[config.mk]
export PLATFORM = sky130hd
export DESIGN_NAME = i2c_cmd_seq
export DESIGN_NICKNAME = d
export VERILOG_FILES = /design/src/rtl/i2c_cmd_pkg.sv /design/src/rtl/i2c_cmd_fifo.sv /design/src/rtl/i2c_cmd_decoder.sv /design/src/rtl/i2c_cmd_seq.sv
export SDC_FILE = /design/constraint.sdc
export NUM_CORES = 1
export LEC_CHECK = 0
export ABC_AREA = 0
export BUFFER_PORTS_ARGS = -buffer_cell sky130_fd_sc_hd__buf_4
export CAP_MARGIN = 30
export CORE_MARGIN = 3
export CORE_UTILIZATION = 50
export CTS_BUF_LIST = sky130_fd_sc_hd__clkbuf_2
export CTS_CLUSTER_SIZE = 14
export DETAILED_ROUTE_END_ITERATION = 8
export GPL_ROUTABILITY_DRIVEN = 0
export GPL_TIMING_DRIVEN = 1
export PLACE_DENSITY_LB_ADDON = 0.05
export RECOVER_POWER = 25
export SLEW_MARGIN = 15
export SYNTH_ARGS = -nofsm -noshare
export SYNTH_HDL_FRONTEND = slang
export SYNTH_SLANG_ARGS = --single-unit
[constraint.sdc]
create_clock -name clk -period 3.9 [get_ports clk]
set_input_delay 0.39 -clock clk [delete_from_list [all_inputs] [get_ports clk]]
set_output_delay 0.39 -clock clk [all_outputs]
set_load 0.05 [all_outputs]
[src/rtl/i2c_cmd_pkg.sv]
// Shared widths and engine operation codes for the I2C command sequencer.
package i2c_cmd_pkg;
    localparam int WORD_W = 10;
    localparam int BYTE_W = 8;

    typedef enum logic [1:0] {
        OP_START = 2'd0,
        OP_WRITE = 2'd1,
        OP_READ  = 2'd2,
        OP_STOP  = 2'd3
    } eng_op_t;
endpackage

[src/rtl/i2c_cmd_fifo.sv]
// Synchronous queue with head peek. Assumes push and pop are single-cycle
// strobes; an overflowing push is dropped and an empty queue shows 0 at head.
module i2c_cmd_fifo #(
    parameter int W     = 10,
    parameter int DEPTH = 16
) (
    input  logic                       clk,
    input  logic                       rst_n,
    input  logic                       clr,
    input  logic                       push,
    input  logic [W-1:0]               wdata,
    input  logic                       pop,
    output logic [W-1:0]               head,
    output logic [$clog2(DEPTH):0]     count
);
    localparam int AW = $clog2(DEPTH);

    logic [W-1:0]  mem [DEPTH];
    logic [AW-1:0] wr_ptr, rd_ptr;
    logic          do_push, do_pop;

    assign do_push = push && (int'(count) < DEPTH) && !clr;
    assign do_pop  = pop && (count != '0) && !clr;
    assign head    = (count == '0) ? '0 : mem[rd_ptr];

    // Storage write on accepted push.
    always_ff @(posedge clk) begin
        if (do_push) mem[wr_ptr] <= wdata;
    end

    // Pointer and count update.
    always_ff @(posedge clk) begin
        if (!rst_n || clr) begin
            wr_ptr <= '0;
            rd_ptr <= '0;
            count  <= '0;
        end else begin
            if (do_push) wr_ptr <= (int'(wr_ptr) == DEPTH-1) ? '0 : wr_ptr + 1'b1;
            if (do_pop)  rd_ptr <= (int'(rd_ptr) == DEPTH-1) ? '0 : rd_ptr + 1'b1;
            count <= count + {{AW{1'b0}}, do_push} - {{AW{1'b0}}, do_pop};
        end
    end

    p_count_bound_r7: assert property (@(posedge clk) disable iff (!rst_n)
        int'(count) <= DEPTH);
    p_no_overflow_r8: assert property (@(posedge clk) disable iff (!rst_n)
        push && !pop && !clr && int'(count) == DEPTH |=> int'(count) == DEPTH);
    p_pop_empty_r8: assert property (@(posedge clk) disable iff (!rst_n)
        pop && !push && !clr && count == '0 |=> count == '0);
endmodule

[src/rtl/i2c_cmd_decoder.sv]
// Walks the command queue and drives the engine handshake, one operation at
// a time. Assumes the engine holds eng_done for one cycle per accepted request.
module i2c_cmd_decoder
    import i2c_cmd_pkg::*;
(
    input  logic              clk,
    input  logic              rst_n,
    input  logic              enable,
    input  logic [WORD_W-1:0] tx_head,
    input  logic              tx_empty,
    output logic              tx_pop,
    output logic              rx_push,
    output logic [BYTE_W-1:0] rx_wdata,
    output logic              tx_err,
    output logic              bus_idle_evt,
    output logic              bus_busy,
    output logic              eng_req,
    output eng_op_t           eng_op,
    output logic [BYTE_W-1:0] eng_byte,
    output logic              eng_nack,
    input  logic              eng_done,
    input  logic              eng_ack,
    input  logic [BYTE_W-1:0] eng_rdata
);
    typedef enum logic [2:0] {
        S_IDLE, S_START, S_ADDR, S_DATA, S_CNT, S_READ, S_FLUSH, S_STOP
    } state_t;

    state_t            state;
    logic [BYTE_W-1:0] remaining;
    logic              stop_after;

    // Engine request decode from the current state.
    always_comb begin
        eng_req  = 1'b0;
        eng_op   = OP_START;
        eng_byte = '0;
        eng_nack = 1'b0;
        case (state)
            S_START: eng_req = 1'b1;
            S_ADDR, S_DATA: begin
                eng_req  = 1'b1;
                eng_op   = OP_WRITE;
                eng_byte = tx_head[BYTE_W-1:0];
            end
            S_READ: begin
                eng_req  = 1'b1;
                eng_op   = OP_READ;
                eng_nack = (remaining == 8'd1);
            end
            S_STOP: begin
                eng_req = 1'b1;
                eng_op  = OP_STOP;
            end
            default: ;
        endcase
    end

    // Queue pops: after a write completes, on the count word, during discard.
    always_comb begin
        tx_pop = 1'b0;
        case (state)
            S_ADDR, S_DATA: tx_pop = eng_done;
            S_CNT, S_FLUSH: tx_pop = !tx_empty;
            default: ;
        endcase
    end

    assign rx_push  = (state == S_READ) && eng_done;
    assign rx_wdata = eng_rdata;

    // Sequencer state, counters and event pulses.
    always_ff @(posedge clk) begin
        if (!rst_n) begin
            state        <= S_IDLE;
            remaining    <= '0;
            stop_after   <= 1'b0;
            tx_err       <= 1'b0;
            bus_idle_evt <= 1'b0;
            bus_busy     <= 1'b0;
        end else begin
            tx_err       <= 1'b0;
            bus_idle_evt <= 1'b0;
            case (state)
                S_IDLE:
                    if (enable && !tx_empty) state <= tx_head[8] ? S_START : S_DATA;
                S_START:
                    if (eng_done) begin
                        bus_busy <= 1'b1;
                        state    <= S_ADDR;
                    end
                S_ADDR, S_DATA:
                    if (eng_done) begin
                        if (!eng_ack) begin
                            tx_err <= 1'b1;
                            state  <= tx_head[9] ? S_STOP : S_FLUSH;
                        end else if (state == S_ADDR && tx_head[0]) begin
                            state <= S_CNT;
                        end else begin
                            state <= tx_head[9] ? S_STOP : S_IDLE;
                        end
                    end
                S_CNT:
                    if (!tx_empty) begin
                        remaining  <= tx_head[BYTE_W-1:0];
                        stop_after <= tx_head[9];
                        if (tx_head[BYTE_W-1:0] == '0)
                            state <= tx_head[9] ? S_STOP : S_IDLE;
                        else
                            state <= S_READ;
                    end
                S_READ:
                    if (eng_done) begin
                        remaining <= remaining - 1'b1;
                        if (remaining == 8'd1) begin
                            tx_err <= 1'b1;
                            state  <= stop_after ? S_STOP : S_IDLE;
                        end
                    end
                S_FLUSH:
                    if (!tx_empty && tx_head[9]) state <= S_STOP;
                S_STOP:
                    if (eng_done) begin
                        bus_busy     <= 1'b0;
                        bus_idle_evt <= 1'b1;
                        state        <= S_IDLE;
                    end
                default: state <= S_IDLE;
            endcase
        end
    end

    p_req_hold_r1: assert property (@(posedge clk) disable iff (!rst_n)
        eng_req && !eng_done |=> eng_req && $stable(eng_op) && $stable(eng_byte));
    p_err_cause_r5: assert property (@(posedge clk) disable iff (!rst_n)
        tx_err |-> $past(eng_done && ((eng_op == OP_WRITE && !eng_ack) ||
                                      (eng_op == OP_READ && eng_nack))));
    p_busy_rise_r13: assert property (@(posedge clk) disable iff (!rst_n)
        $rose(bus_busy) |-> $past(eng_done && eng_op == OP_START));
    p_idle_pulse_r13: assert property (@(posedge clk) disable iff (!rst_n)
        bus_idle_evt |-> !bus_busy && $past(bus_busy));
endmodule

[src/rtl/i2c_cmd_seq.sv]
// Top level: register port, transmit and receive queues, status and events.
// Assumes reg_wr and reg_rd are single-cycle strobes from one bus master.
module i2c_cmd_seq
    import i2c_cmd_pkg::*;
#(
    parameter int DEPTH = 16
) (
    input  logic        clk,
    input  logic        rst_n,
    input  logic        reg_wr,
    input  logic        reg_rd,
    input  logic [2:0]  reg_addr,
    input  logic [9:0]  reg_wdata,
    output logic [7:0]  reg_rdata,
    output logic        evt_tx_empty,
    output logic        evt_tx_half,
    output logic        evt_rx_full,
    output logic        evt_tx_err,
    output logic        evt_bus_idle,
    output logic        eng_req,
    output logic [1:0]  eng_op,
    output logic [7:0]  eng_byte,
    output logic        eng_nack,
    input  logic        eng_done,
    input  logic        eng_ack,
    input  logic [7:0]  eng_rdata
);
    localparam int AW = $clog2(DEPTH);
    localparam logic [AW-1:0] WM_RESET = AW'(DEPTH - 1);

    logic [1:0]        ctrl;
    logic [AW-1:0]     watermark;
    logic [WORD_W-1:0] tx_head;
    logic [WORD_W-1:0] rx_head_w;
    logic [AW:0]       tx_count, rx_count;
    logic              tx_pop, rx_push, bus_busy;
    logic [BYTE_W-1:0] rx_wdata;
    logic              tx_push, rx_pop;
    eng_op_t           op_enum;
    logic [7:0]        status;
    logic [AW-1:0]     tx_occ, rx_occ;

    assign tx_push = reg_wr && reg_addr == 3'd2;
    assign rx_pop  = reg_rd && reg_addr == 3'd3;

    // Control and watermark registers.
    always_ff @(posedge clk) begin
        if (!rst_n) begin
            ctrl      <= '0;
            watermark <= WM_RESET;
        end else if (reg_wr) begin
            if (reg_addr == 3'd0) ctrl      <= reg_wdata[1:0];
            if (reg_addr == 3'd6) watermark <= reg_wdata[AW-1:0];
        end
    end

    i2c_cmd_fifo #(.W(WORD_W), .DEPTH(DEPTH)) i_tx_fifo (
        .clk(clk), .rst_n(rst_n), .clr(ctrl[1]),
        .push(tx_push), .wdata(reg_wdata), .pop(tx_pop),
        .head(tx_head), .count(tx_count)
    );

    i2c_cmd_fifo #(.W(WORD_W), .DEPTH(DEPTH)) i_rx_fifo (
        .clk(clk), .rst_n(rst_n), .clr(1'b0),
        .push(rx_push), .wdata({2'b00, rx_wdata}), .pop(rx_pop),
        .head(rx_head_w), .count(rx_count)
    );

    i2c_cmd_decoder i_decoder (
        .clk(clk), .rst_n(rst_n), .enable(ctrl[0]),
        .tx_head(tx_head), .tx_empty(tx_count == '0), .tx_pop(tx_pop),
        .rx_push(rx_push), .rx_wdata(rx_wdata),
        .tx_err(evt_tx_err), .bus_idle_evt(evt_bus_idle), .bus_busy(bus_busy),
        .eng_req(eng_req), .eng_op(op_enum), .eng_byte(eng_byte),
        .eng_nack(eng_nack), .eng_done(eng_done), .eng_ack(eng_ack),
        .eng_rdata(eng_rdata)
    );
    assign eng_op = op_enum;

    assign tx_occ = (tx_count == '0) ? '0 : AW'(tx_count - 1'b1);
    assign rx_occ = (rx_count == '0) ? '0 : AW'(rx_count - 1'b1);

    assign status = {tx_count == '0, rx_count == '0, int'(rx_count) == DEPTH,
                     int'(tx_count) == DEPTH, 1'b0, bus_busy, 2'b00};

    assign evt_tx_empty = (tx_count == '0);
    assign evt_tx_half  = (int'(tx_count) <= DEPTH / 2);
    assign evt_rx_full  = (rx_count > {1'b0, watermark});

    // Register read mux.
    always_comb begin
        case (reg_addr)
            3'd0:    reg_rdata = {6'b0, ctrl};
            3'd1:    reg_rdata = status;
            3'd3:    reg_rdata = rx_head_w[7:0];
            3'd4:    reg_rdata = 8'(tx_occ);
            3'd5:    reg_rdata = 8'(rx_occ);
            3'd6:    reg_rdata = 8'(watermark);
            default: reg_rdata = 8'h00;
        endcase
    end

    p_no_op_disabled_r11: assert property (@(posedge clk) disable iff (!rst_n)
        !ctrl[0] && !eng_req |=> !eng_req);
    p_clear_holds_r11: assert property (@(posedge clk) disable iff (!rst_n)
        ctrl[1] |=> tx_count == '0);
endmodule

# Yosys cells after proc, flatten, opt, wreduce, memory -nomap -nowiden
# Memories as Yosys holds them, arrays and structs flattened. A register that Yosys moved wholly into a read port is not among the register bits.
# Index checks and enable logic that the tools add are counted.
dict set report classes {
  magnitude_cmp 4
  muxes 50
  n_bitwise 1
  reduce_logical 35
  eq_ne 28
  n_addsub 11
}
# operator n
set op_table {}
lappend op_table {{one-hot mux 8 bit (6 select lines)} 1}
lappend op_table {{two-way mux 4 bit} 10}
lappend op_table {{two-way mux 3 bit} 13}
lappend op_table {{two-way mux 8 bit} 4}
lappend op_table {{equality test 3 bit, second input constant} 7}
lappend op_table {{one-hot mux 3 bit (7 select lines)} 1}
lappend op_table {{adder 4 x 1 -> 4 bit, second input constant} 4}
lappend op_table {{equality test 4 x 1 -> 1 bit, second input constant} 4}
lappend op_table {{one-hot mux 8 bit (2 select lines)} 1}
lappend op_table {{two-way mux 1 bit} 14}
lappend op_table {{equality test 3 x 2 -> 1 bit, second input constant} 4}
lappend op_table {{logical AND 1 bit} 12}
lappend op_table {{adder 5 x 1 -> 5 bit} 2}
lappend op_table {{equality test 5 bit, second input constant} 2}
lappend op_table {{logical NOT 5 bit} 2}
lappend op_table {{less-than comparator 5 bit, second input constant} 2}
lappend op_table {{two-way mux 10 bit} 1}
lappend op_table {{!= test 2 bit, second input constant} 5}
lappend op_table {{nonzero test 5 bit} 2}
lappend op_table {{subtractor 5 x 1 -> 5 bit} 2}
lappend op_table {{equality test 8 x 1 -> 1 bit, second input constant} 1}
lappend op_table {{logical NOT 8 bit} 1}
lappend op_table {{AND reduction 2 bit} 4}
lappend op_table {{AND reduction 8 bit} 1}
lappend op_table {{other kinds (17)} 29}
dict set report word_totals {
  elab_cells 145
  output_inout_bits 25
  input_bits 27
  n_memories 2
  ff_bits 47
  ramBits 288
}
# name depth width rd rd_ports_with_merged_regs wr line_no
set memory_table {}
lappend memory_table {i_tx_fifo.mem 16 10 1 1 1 i2c_cmd_fifo.sv:18} ;# logic [W-1:0] mem [DEPTH];
lappend memory_table {i_rx_fifo.mem 16 8 1 1 1 i2c_cmd_fifo.sv:18}

# Logic depth before layout (Yosys ltp)
# Gate-level depths: netlist of the first run.
dict set report depth {
  depth_word 7
  ltp_mapped 17
  mapped_depth_nobuf 15
}

# Cells and area by module
# A second synthesis of the first run with hierarchy kept.
dict set report unflattened {
  cells_unflattened 1030
  hier_area_um2 16022.9
}
# mod n_inst cells_each area_each_um2
set modules_own_cells {}
lappend modules_own_cells {{i2c_cmd_fifo (i_tx_fifo)} 1 388 7086.8}
lappend modules_own_cells {{i2c_cmd_fifo (i_rx_fifo)} 1 392 7048.0}
lappend modules_own_cells {i2c_cmd_decoder 1 159 1199.9}
lappend modules_own_cells {i2c_cmd_seq 1 91 688.2}

# Worst setup path before layout of the first run
# Ideal clock, no wire load.
dict set report synth_timing {
  path_type {register to register}
  start {reg i_decoder.state[0]}
  end {reg i_tx_fifo.count[4]}
  path_buffers 1
  path_slack_ns 0.834
  arrival_ns 2.996
  setup_ns 0.070
  period_less_slack_ns 3.066
  t_required_ns 3.830
  path_stages_with_launch 13
  cell_sequence {dfxtp_1 buf_2 inv_1 nor2_1 nor4_2 ha_1 inv_1 ha_1 fa_1 a21oi_1 nor2_1 or3_1 a21oi_1}
}
dict set report synth_between {
  elab_chain_len 6
  elab_cells_between_ends 10
  classes_between {add/sub (1); eq/ne (4); mux (1); reduce/logical (4)}
}
# element line_no
set synth_lines {}
lappend synth_lines {{from (decl)} i2c_cmd_decoder.sv:29} ;# state_t state;
lappend synth_lines {{from (signal assigned)} i2c_cmd_decoder.sv:86} ;# if (enable && !tx_empty) state <= tx_head[8] ? S_START : S_DATA;
lappend synth_lines {{from (signal assigned)} i2c_cmd_decoder.sv:96} ;# state <= tx_head[9] ? S_STOP : S_FLUSH;
lappend synth_lines {{from (signal assigned)} i2c_cmd_decoder.sv:100} ;# state <= tx_head[9] ? S_STOP : S_IDLE;
lappend synth_lines {{equality test 3 bit or equality test 3 x 2 -> 1 bit (tied branches)} i2c_cmd_decoder.sv:62} ;# case (state)
lappend synth_lines {{OR reduction 2 bit} i2c_cmd_decoder.sv:62}
lappend synth_lines {{one-hot mux 1 bit (2 select lines) (*)} i2c_cmd_decoder.sv:62}
lappend synth_lines {{logical AND 1 bit (*) (2 in series)} i2c_cmd_fifo.sv:23} ;# assign do_pop = pop && (count != '0) && !clr;
lappend synth_lines {{subtractor 5 x 1 -> 5 bit (*)} i2c_cmd_fifo.sv:40} ;# count <= count + {{AW{1'b0}}, do_push} - {{AW{1'b0}}, do_pop};
lappend synth_lines {{to (signal assigned)} i2c_cmd_fifo.sv:40}
lappend synth_lines {{to (decl)} i2c_cmd_fifo.sv:14} ;# output logic [$clog2(DEPTH):0] count
# Mark *: on every way between the ends. The rest lies on a longest branch, timed or not.
# A chain may end at the register's enable or synchronous reset.

==> results.ini, run 1 <==
[status]
status=complete, no violations

[synthesis]
synth_edf_count=288
syn-instance-count=905
syn_area_um2=14500
async_reset_ff_share_pct=0
synth_nets=972
syn_area_per_cell_um2=16.0
ys_ff_latch=343
seq_area_frac_synth_pct=67.3
synth_ff_type=edfxtp_1
synth_warnings=0
synth_cell_types=60

[worst_setup_path]
critical_path_required_ns=3.51
worst-path-max-fanout=18
worstPathArrival_ns=3.22
path_class=reg2out
startpoint_type=flop
cp-end-kind=output port

[detailed_routing]
wl_um=33100
viasPerCell=5.75
wire_per_inst_um=21.9
vias=8699
first_pass_iters=5
drt_iter0_drc=916
ant_nets=0
drcViolationCount=0

[clock_tree]
cts_tree=yes
postCtsSetupBuffers=0
htreeDepth=3
cts-root-buf=clkbuf_2
clock_sinks=343
clkTransAtPathRegs_ns=0.10
clk_latency_ns=0.86
cts-buffers-inserted=86
clk_path_buf_depth=3

[sta]
final.setup.worst_slack_ns=0.293
finalCritPeriodShare_pct=92.5
skew_ns=0.0768
rsz0062_at_grt=false
clock.fmax_ghz=0.277
setup_tns_ns=0
slew_headroom_pct=37.6
worst-slew-pin-transition_ns=0.932
finalSetupViolations=0
slew_violations=0
hold_viol=0
period_needed_ns=3.61

[floorplanning]
fp.dieW_um=176
dieArea_um2=31000
die_h_um=176
num_io_pins=52
core_um2=28200
num_rows=61
start_util_pct=51.4

[final_layout]
final_cell_mix=288 x edfxtp_1, 125 x clkbuf_2, 75 x buf_4
multi_input_area_um2=4430
seq_area_um2=9750
syn_to_final_growth_pct=13.5
num-fill-cells=2207
final_common_cell=edfxtp_1
utilization_pct=58.4
final_cell_area_um2=16400
fin_nets=1134
drive_above_1_share_pct=26.6

[power]
p_total_mw=8.11
peakVddDrop_uv=209
leakagePower_nw=5.69
power.density_nw_per_um2=493

[grt]
grt_pass1_wl_um=50600
first_global_vias=8846
grt_remaining_overflow=0
grtUsageTotal_pct=21.6
grt_max_degree=50
antenna_found_initial=1

[hold_path]
hp-class=in2reg

[placed_design]
portBuffers=51
dp_slack_ns=0.568
place_area_um2=15500
place_hpwl_um=21800

[run]
drv_cap=0

-- where the power goes --
part	internal, mW	total, mW	switching, mW	leakage [nW]
clock	0.929	2.33	1.40	0.587
sequential	4.04	4.13	0.0979	3.03
combinational	0.644	1.65	1.00	2.06
total	5.61	8.11	2.50	5.69
-- synthesized netlist by cell type, drive strengths merged (3+ instances only) --
cell | number | area share (%)
ha | 38 | 3.3
a31oi | 9 | 0.39
dfxtp | 55 | 7.6
o21a | 3 | 0.16
xor2 | 5 | 0.30
o221ai | 5 | 0.30
nand2 | 45 | 1.2
buf | 18 | 0.84
mux2i | 35 | 2.4
o31ai | 3 | 0.16
and2 | 9 | 0.39
xnor2 | 9 | 0.54
or3 | 7 | 0.30
nor2b | 20 | 0.86
nand2b | 9 | 0.39
and3 | 3 | 0.13
mux2 | 5 | 0.39
a21boi | 4 | 0.21
nand4 | 3 | 0.13
a21oi | 25 | 0.86
mux4 | 70 | 11
nor4 | 3 | 0.22
edfxtp | 288 | 60
clkbuf | 23 | 0.60
nor2 | 75 | 2.0
inv | 31 | 0.80
o21ai | 32 | 1.1
a221oi | 10 | 0.60
nor3 | 15 | 0.55
nand3 | 9 | 0.31
a22oi | 8 | 0.41
nand3b | 4 | 0.21
-- per-layer routing --
| layer | vias up | share of wire [%] | track usage, % | routed length [um] |
|---|---|---|---|---|
| met5 | - | 0 | 0 | 0 |
| met4 | 0 | 1.5 | 6.24 | 491 |
| met3 | 48 | 7.2 | 5.27 | 2370 |
| met2 | 357 | 46 | 32.9 | 15300 |
| met1 | 4403 | 45 | 31.4 | 14900 |
| li1 | 3891 | - | - | - |
-- registers in the layout (all words and copies together) (netlist names), named ones only --
register                flops
i_tx_fifo.mem             160
i_rx_fifo.mem             128
i_decoder.remaining         8
i_rx_fifo.count             5
i_tx_fifo.count             5
i_rx_fifo.rd_ptr            4
i_rx_fifo.wr_ptr            4
i_tx_fifo.rd_ptr            4
i_tx_fifo.wr_ptr            4
watermark                   4
i_decoder.state             3
ctrl                        2
i_decoder.bus_busy          1
i_decoder.bus_idle_evt      1
i_decoder.stop_after        1
i_decoder.tx_err            1
-- metrics by stage --
stage / std cells / hold WS, ns
6_report: 1512 / 0.0781
5_1_grt: 1512 / 0.0348
4_1_cts: 1510 / 0.00806
3_5_place_dp: 1332 / 0.507
3_3_place_gp: 1331 / 0.507
2_1_floorplan: 905 / 0.467
-- worst max-delay path: stages (launching register included) --
cell and delay (ns):
dfxtp_4 0.58, buf_4 0.32, mux4_2 0.53, mux4_2 0.53, nand2_1 0.10, o21ai_0 0.08, buf_4 0.20
-- final timing paths --
kind                          endpoint  slack [ns]  depth (start not counted)                  from
setup reg to reg  i_rx_fifo.mem[15][4]        0.55                          7    i_decoder.state[2]
hold / removal                 ctrl[0]        0.08                          4           reg_addr[2]
hold reg to reg   i_decoder.stop_after        0.52                          2  i_decoder.stop_after
setup / recovery          reg_rdata[7]        0.29                          6                  flop
-- timing repair --
action                                  in CTS  in global routing
hold endpoints to repair                   327                  0
endpoints found under the setup margin       5                  0
resized for setup                            1                  0
hold buffers                                24                  0
-- final cells by class --
type / count / share of cell area (%)
multi-input combinational: 489 / 26.9
clock buffer: 125 / 3.81
sequential: 343 / 59.4
clock inverter: 29 / 0.921
antenna: 1 / 0.0152
inverter: 32 / 0.731
tap: 378 / 2.88
timing repair buffer: 115 / 5.35
-- cells by family (layout without fill, tap and decap cells) --
logic type | count (synthesis) | after routing | share of synthesized area (%)
AO/OA/AOI/OAI | 116 | 116 | 5.28
flip-flops | 343 | 343 | 67.3
other | 0 | 1 | 0
multiplexers | 110 | 110 | 13.7
XOR/XNOR | 14 | 14 | 0.847
buffers and inverters | 73 | 301 | 2.26
adder cells (fa/ha/maj) | 40 | 40 | 3.56
AND/OR/NAND/NOR | 209 | 209 | 7.05
(Power assumes the default switching activity.)
==> run 2: changes to the inputs <==
--- a/config.mk
+++ b/config.mk
@@ -9,7 +9,7 @@
 export BUFFER_PORTS_ARGS = -buffer_cell sky130_fd_sc_hd__buf_4
 export CAP_MARGIN = 30
 export CORE_MARGIN = 3
-export CORE_UTILIZATION = 50
+export CORE_UTILIZATION = 35
 export CTS_BUF_LIST = sky130_fd_sc_hd__clkbuf_2
 export CTS_CLUSTER_SIZE = 14
 export DETAILED_ROUTE_END_ITERATION = 8
==> run 2 against run 1 <==
Worst setup slack lost 0.069 ns. Non-clock buffer count grew 15. Sequential power is essentially flat. Power grew 4.3%. Sequential cell count is the same. Clock power grew 12%.
==> results.ini, run 2 (synthesis gave the netlist of run 1 again) <==
[floorplanning]
num_io_pins=52  ; unchanged
start_util_pct=36.0  ; -15 points
core_um2=40300  ; +43%
num_rows=73  ; +20%
die_h_um=209  ; +19%
dieArea_um2=43900  ; +41%
fp.dieW_um=209  ; +19%

[clock_tree]
cts-root-buf=clkbuf_2
cts_tree=yes
htreeDepth=3  ; unchanged
clk_path_buf_depth=3  ; unchanged
clock_sinks=343  ; unchanged
postCtsSetupBuffers=0  ; unchanged
clk_latency_ns=0.95  ; +0.09 ns
clkTransAtPathRegs_ns=0.10  ; about the same
cts-buffers-inserted=93  ; +8.1%

[sta]
rsz0062_at_grt=false
worst-slew-pin-transition_ns=0.742  ; -0.190 ns
finalSetupViolations=0  ; unchanged
slew_violations=0  ; unchanged
skew_ns=0.0610  ; -0.0159 ns
clock.fmax_ghz=0.272  ; -1.9%
period_needed_ns=3.68  ; +0.0687 ns
finalCritPeriodShare_pct=94.3  ; +1.8 points
hold_viol=0  ; unchanged
slew_headroom_pct=50.5  ; +13 points
fin_hold_ws_ns=0.239  ; +0.161 ns

[grt]
grt_remaining_overflow=0  ; unchanged
gr-usage-met3_pct=3.56  ; -1.7 points
antenna_found_initial=1  ; unchanged
use_met2_pct=26.7  ; -6.2 points
grtUsageTotal_pct=17.1  ; -4.5 points
busiest_layer=met2
grt_max_degree=36  ; -28%
grt_pass1_wl_um=55900  ; +11%
first_global_vias=8804  ; -0.47%
grt_use_met1_pct=24.0  ; -7.4 points

[status]
status=complete, no violations

[final_layout]
fin_nets=1156  ; +1.9%
num-fill-cells=3756  ; +70%
reg_top3=i_tx_fifo.mem x160, i_rx_fifo.mem x128, i_decoder.remaining x8
drive_above_1_share_pct=28.7  ; +2.1 points
syn_to_final_growth_pct=16.6
final_cell_mix=288 x edfxtp_1, 145 x clkbuf_2, 82 x buf_4
final_cell_area_um2=16900  ; +2.7%
final_common_cell=edfxtp_1
largest_register_ffs=160  ; unchanged
top_register=i_tx_fifo.mem

[worst_setup_path]
worst-path-max-fanout=14  ; -4
critical_path_required_ns=3.51  ; about the same
path_class=reg2out
startpoint_type=flop
cp-end-kind=output port
worstPathArrival_ns=3.29  ; +0.07 ns

[detailed_routing]
wl_um=37300  ; +13%
first_pass_iters=5  ; unchanged
drt_iter0_drc=540  ; -41%
vias=8389  ; -3.6%
viasPerCell=4.96  ; -14%
drcViolationCount=0  ; unchanged
wire_per_inst_um=22.1  ; +0.90%
ant_nets=0  ; unchanged

[placed_design]
place_area_um2=15700  ; +1.7%
portBuffers=51  ; unchanged
place_hpwl_um=23700  ; +8.9%

[power]
peakVddDrop_uv=205  ; -1.7%
power.density_nw_per_um2=501  ; +1.5%
leakagePower_nw=5.87  ; +3.2%
p_total_mw=8.45  ; +4.3%

[run]
drv_cap=0  ; unchanged

[hold_path]
hp-class=in2reg

## run 2: power by group
| part | total (mW) | switching [mW] | internal (mW) |
|---|---|---|---|
| clock network | 2.62 | 1.49 | 1.13 |
| registers | 4.15 | 0.108 | 4.04 |
| logic | 1.69 | 1.02 | 0.667 |
| total | 8.45 | 2.62 | 5.83 |
## run 2: cell type report
type / instances / area, um^2 / area share (%)
diodes: 1 / 2.50 / 0.0148
repair buffers: 130 / 1030 / 6.08
clock inverters: 25 / 164 / 0.971
multi-input cells: 489 / 4430 / 26.3
well taps: 525 / 657 / 3.89
clock buffers: 145 / 726 / 4.30
flip-flops and latches: 343 / 9760 / 57.8
inverters: 32 / 120 / 0.711
## run 2: final timing paths
path | slack, ns | endpoint | from | cells after the start
max | 0.22 | eng_byte[0] | flop | 6
min | 0.24 | i_tx_fifo.count[0] | reg_addr[1] | 5
max reg2reg | 0.75 | i_tx_fifo.count[4] | i_tx_fifo.count[2] | 13
min reg2reg | 0.54 | flop | i_rx_fifo.rd_ptr[3] | 2
## run 2: timing repair
| item | in CTS | in global routing |
|---|---|---|
| hold buffers | 30 | 0 |
| setup endpoints to repair | 8 | 2 |
| resized for setup | 5 | 3 |
| hold endpoints to repair | 331 | 0 |
## run 2: stage by stage
step	TNS, ns	cells	setup WS [ns]	utilization, %
2_1_floorplan	0	905	0.834	-
3_3_place_gp	0	1489	0.784	39.0
3_5_place_dp	0	1489	0.771	39.0
4_1_cts	-0.00617	1689	-0.00617	42.0
5_1_grt	0	1690	0.0101	41.9
6_report	0	1690	0.224	41.9
## run 2: worst max-delay path: stages, from the launching register on
cell     delay (ns)
dfxtp_1        0.68
buf_4          0.37
mux4_2         0.57
mux2i_1        0.14
mux2_2         0.33
nor2_1         0.08
buf_4          0.20
## run 2: layer usage
metal / vias up / share of wire, %
li1: 3948 / -
met1: 4200 / 46
met2: 190 / 47
met3: 51 / 4.6
met4: 0 / 2.1
met5: - / 0
